`config.mk`:
```
export PLATFORM = sky130hd
export DESIGN_NAME = boot_swap_xlate
export DESIGN_NICKNAME = d
export VERILOG_FILES = /design/src/rtl/boot_swap_pkg.sv /design/src/rtl/swap_line_sel.sv /design/src/rtl/swap_ctrl.sv /design/src/rtl/swap_addr_xlate.sv /design/src/rtl/boot_swap_xlate.sv
export SDC_FILE = /design/constraint.sdc
export NUM_CORES = 1
export LEC_CHECK = 0
export ABC_AREA = 1
export BUFFER_PORTS_ARGS = -buffer_cell sky130_fd_sc_hd__buf_2
export CAP_MARGIN = 20
export CELL_PAD_IN_SITES_DETAIL_PLACEMENT = 1
export CELL_PAD_IN_SITES_GLOBAL_PLACEMENT = 1
export CORE_UTILIZATION = 17
export DETAILED_ROUTE_END_ITERATION = 8
export PLACE_DENSITY_LB_ADDON = 0.1
export SKIP_CTS_REPAIR_TIMING = 1
export SLEW_MARGIN = 20
export SYNTH_ARGS = -nofsm -noshare
export SYNTH_HDL_FRONTEND = slang
export SYNTH_SLANG_ARGS = --single-unit
```
`constraint.sdc`:
```
create_clock -name clk_i -period 1.2 [get_ports clk_i]
set_input_delay 0.12 -clock clk_i [delete_from_list [all_inputs] [get_ports clk_i]]
set_output_delay 0.12 -clock clk_i [all_outputs]
set_load 0.05 [all_outputs]
```
`src/rtl/boot_swap_pkg.sv`:
```
package boot_swap_pkg;
  typedef struct packed {
    logic swap;
    logic lock;
  } swap_state_t;
endpackage

```
`src/rtl/swap_line_sel.sv`:
```
module swap_line_sel #(
  parameter int ADDR_W    = 32,
  parameter int STRAP_W   = 3,
  parameter int LINE_BASE = 16,
  parameter int LINE_CNT  = 5
) (
  input  logic [STRAP_W-1:0] strap_i,
  output logic [ADDR_W-1:0]  mask_o
);
  logic [LINE_CNT-1:0] hit;
  logic [LINE_CNT-1:0] onehot;

  for (genvar g = 0; g < LINE_CNT; g++) begin : g_hit
    assign hit[g] = (strap_i == STRAP_W'(g));
  end

  // unused strap codes fall back to the lowest line
  assign onehot = (|hit) ? hit : LINE_CNT'(1);
  assign mask_o = ADDR_W'(onehot) << LINE_BASE;
endmodule

```
`src/rtl/swap_ctrl.sv`:
```
module swap_ctrl
  import boot_swap_pkg::*;
(
  input  logic        clk_i,
  input  logic        rst_ni,
  input  logic        rtc_rst_ni,
  input  logic        we_i,
  input  logic        swap_i,
  input  logic        lock_i,
  output swap_state_t state_o
);
  logic swap_q, lock_q;

  // RTC domain: survives platform reset
  always_ff @(posedge clk_i or negedge rtc_rst_ni) begin
    if (!rtc_rst_ni)          swap_q <= 1'b0;
    else if (we_i && !lock_q) swap_q <= swap_i;
  end

  // platform domain, write-1-to-set
  always_ff @(posedge clk_i or negedge rst_ni) begin
    if (!rst_ni)              lock_q <= 1'b0;
    else if (we_i && lock_i)  lock_q <= 1'b1;
  end

  assign state_o.swap = swap_q;
  assign state_o.lock = lock_q;
endmodule

```
`src/rtl/swap_addr_xlate.sv`:
```
module swap_addr_xlate #(
  parameter int ADDR_W = 32,
  parameter int WIN_W  = 8
) (
  input  logic              swap_i,
  input  logic [ADDR_W-1:0] mask_i,
  input  logic [ADDR_W-1:0] addr_i,
  output logic [ADDR_W-1:0] addr_o
);
  logic in_win;
  assign in_win = &addr_i[ADDR_W-1 -: WIN_W];
  assign addr_o = (swap_i && in_win) ? (addr_i ^ mask_i) : addr_i;
endmodule

```
`src/rtl/boot_swap_xlate.sv`:
```
module boot_swap_xlate
  import boot_swap_pkg::*;
#(
  parameter int ADDR_W    = 32,
  parameter int STRAP_W   = 3,
  parameter int LINE_BASE = 16,
  parameter int LINE_CNT  = 5,
  parameter int WIN_W     = 8
) (
  input  logic               clk_i,
  input  logic               rst_ni,
  input  logic               rtc_rst_ni,
  input  logic               cfg_we_i,
  input  logic               cfg_swap_i,
  input  logic               cfg_lock_i,
  input  logic [STRAP_W-1:0] size_strap_i,
  input  logic [ADDR_W-1:0]  addr_i,
  output logic [ADDR_W-1:0]  addr_o,
  output logic               swap_o,
  output logic               lock_o
);
  swap_state_t       st;
  logic [ADDR_W-1:0] mask;

  swap_ctrl u_ctrl (
    .clk_i, .rst_ni, .rtc_rst_ni,
    .we_i(cfg_we_i), .swap_i(cfg_swap_i), .lock_i(cfg_lock_i),
    .state_o(st)
  );

  swap_line_sel #(
    .ADDR_W(ADDR_W), .STRAP_W(STRAP_W), .LINE_BASE(LINE_BASE), .LINE_CNT(LINE_CNT)
  ) u_sel (
    .strap_i(size_strap_i), .mask_o(mask)
  );

  swap_addr_xlate #(.ADDR_W(ADDR_W), .WIN_W(WIN_W)) u_xlate (
    .swap_i(st.swap), .mask_i(mask), .addr_i, .addr_o
  );

  assign swap_o = st.swap;
  assign lock_o = st.lock;
endmodule

```
==> run_results.csv <==
group,metric,value,unit
setup_path,cp-start-kind,"flop",
pwr,leakage,0.380,nW
setup_path,r2r_slack,0.38,ns
pwr,p_per_area,700,nW/um2
setup_path,crit_required,1.08,ns
floorplanning,ios,75,
clock_tree,clock_latency,0.24,ns
detailed_routing,drtAntennaViolNets,0,
worst_hold_path,min_to,"u_ctrl.lock_q",
logic_synthesis,ys_ff_latch,2,
place,dp_hpwl,1220,um
timing,period_minus_slack,1.27,ns
place,gp_congestion,0.675,
cells_and_area,drive_above_1_share,0.549,
detailed_routing,vias,517,
setup_path,cp-end-kind,"output port",
pwr,ir_worst_vdd,0.230,mV
floorplanning,dieArea,3150,um2
setup_path,criticalPathCategory,"reg -> out",
timing,fin_crit_sh,1.06,
setup_path,arrival,1.15,ns
timing,tns,-0.276,ns
timing,drv_slew,0,
job,max-cap-violations,0,
detailed_routing,drtPass1Iterations,4,
cells_and_area,n_antenna_cell,0,
timing,finalClockSkew,0.00663,ns
status,violations,"setup timing",
worst_hold_path,hold_start,"cfg_lock_i",
timing,holdWs,0.0904,ns
setup_path,r2r_cells,3,
global_routing,grt_pass1_vias,513,
timing,hold_violations,0,
status,status,"complete, but fails checks",
global_routing,grt_max_degree,8,
timing,rsz0062_at_grt,"true",
clock_tree,cts_tree,"done",
clock_tree,clk_pin_slew,0.04,ns
place,dpl_cell_area,543,um2
cells_and_area,finalInstanceArea,677,um2
clock_tree,ctsHtreeMaxLevel,1,
cells_and_area,fin_nets,144,
detailed_routing,wl_per_cell,10.7,um
global_routing,grt_util_all_layers,0.0932,
timing,setup_viol,5,
timing,slew_headroom,0.832,
worst_hold_path,holdCritPathClass,"in -> reg",
floorplanning,die_h,56.1,um
logic_synthesis,yosysWarnings,0,
worst_hold_path,hold_depth,3,
setup_path,critPathMaxFanout,4,
detailed_routing,wirelength,1430,um
logic_synthesis,yosys.area.top_type,"buf_4",
clock_tree,clk_path_buf_depth,2,
floorplanning,initial_core_util,0.181,
logic_synthesis,syn_avg_cell_area,5.93,um2
logic_synthesis,synthesis.nets,125,
global_routing,antenna_found_initial,0,
global_routing,grt_remaining_overflow,0,
timing,tightest_slew,0.253,ns
logic_synthesis,syn_area,498,um2
logic_synthesis,synth_area_leaders,"buf_4 (41%), nand2_1 (20%), dfrtp_1 (10%), inv_1 (6.8%), nand3_1 (5.0%)",
detailed_routing,first_iter_violations,6,
clock_tree,root_buffer,"clkbuf_4",
floorplanning,coreArea,2760,um2
cells_and_area,area_delta_synth_final,35.9,%
place,io_buffer_count,36,
logic_synthesis,synthDistinctLibCells,16,
global_routing,grt_pass1_wl,2280,um
detailed_routing,drc,0,
floorplanning,rows,19,
timing,fmax,0.785,GHz
setup_path,reg2reg_to,"u_ctrl.swap_q",
logic_synthesis,ys_seq_area_frac,0.101,
timing,setup_ws,-0.0739,ns
floorplanning,die_w,56.1,um
logic_synthesis,synthCells,84,
logic_synthesis,synth_top_area_share,0.407,
detailed_routing,via_per_inst,3.89,
clock_tree,cts.sinks,2,
setup_path,reg2reg_from,"u_ctrl.swap_q",
clock_tree,numCtsBuffers,3,
-- critical path, cell delays in order (launching register included) --
cell	delay, ns
dfrtp_2	0.41
nand3_4	0.12
buf_6	0.13
nand2_2	0.05
nand2_2	0.06
buf_8	0.14
-- stage by stage --
step / setup WS (ns) / power [mW] / utilization / instances
after floorplan: 0.0270 / 0.387 / - / 84
after global placement: -0.00423 / 0.272 / 0.197 / 126
after detailed placement: -0.0210 / 0.273 / 0.197 / 126
after CTS: -0.233 / 0.454 / 0.206 / 130
after global routing: -0.123 / 0.497 / 0.245 / 133
final: -0.0739 / 0.474 / 0.245 / 133
-- registers in the layout, indices dropped and copies added (netlist names) --
name	cells
u_ctrl.swap_q	1
u_ctrl.lock_q	1
-- routing by layer --
metal | GRT usage | share of wire | wire length, um
met3 | 0.0279 | 0.096 | 137
met5 | 0 | 0 | 0
met4 | 0.0697 | 0 | 0
met1 | 0.0944 | 0.36 | 517
met2 | 0.160 | 0.54 | 772
-- logic make-up (layout without fill, tap and decap cells) --
kind of cell | Yosys count | in the layout | synth area share
AOI/OAI and AO/OA | 4 | 4 | 0.0427
DFF | 2 | 2 | 0.101
and+or+nand+nor | 39 | 39 | 0.339
xor gates and xnor gates | 2 | 2 | 0.0352
buffers and inverters | 37 | 55 | 0.482
-- final cells by class --
type	instances	area [um2]
multi-input combinational	45	248
inverter	10	40.0
timing repair buffer	41	273
fill	353	2080
sequential	2	51.3
tap	31	38.8
clock buffer	4	26.3
-- power breakdown --
group / switching (mW) / leakage [nW] / internal [mW]
sequential: 0 / 0.0210 / 0.0679
clock: 0.0494 / 0.0150 / 0.124
combinational: 0.147 / 0.344 / 0.0849
-- synthesized netlist by cell type --
library cell and count:
o21ai_0 2, xnor2_1 1, nor2_2 1, nand3_1 5, inv_1 9, a21oi_1 1
xor2_1 1, nand4_1 2, nand2_1 27, nand3_2 1, buf_4 27, inv_2 1
dfrtp_1 2, a31oi_1 1, nor2_1 2, nand2_2 1
-- layout by cell type (no fill, tap or decap) --
master         count
buf_6              2
nand2_4            2
buf_4              2
a21oi_1            1
nand2_2            8
clkbuf_1           1
inv_4              1
nand3_4            1
dfrtp_2            1
buf_2             31
a31oi_1            1
buf_8              4
xor2_1             1
nand4_1            2
nand3_1            5
dlygate4sd3_1      2
nor2_1             2
o21ai_0            2
dfrtp_1            1
clkbuf_4           3
inv_1              9
nand2_1           18
nor2_2             1
xnor2_1            1
-- worst max path at each step --
stage | from | endpoint | slack (ns) | cells past startpoint
after floorplan | u_ctrl.swap_q | addr_o[19] | 0.03 | 4
after global placement | addr_i[26] | addr_o[20] | -0.004 | 8
after detailed placement | addr_i[26] | addr_o[19] | -0.02 | 8
after CTS | u_ctrl.swap_q | addr_o[19] | -0.23 | 5
after global routing | u_ctrl.swap_q | addr_o[16] | -0.12 | 5
final | u_ctrl.swap_q | addr_o[16] | -0.07 | 5
No activity file was read; power rests on OpenSTA's default activity.
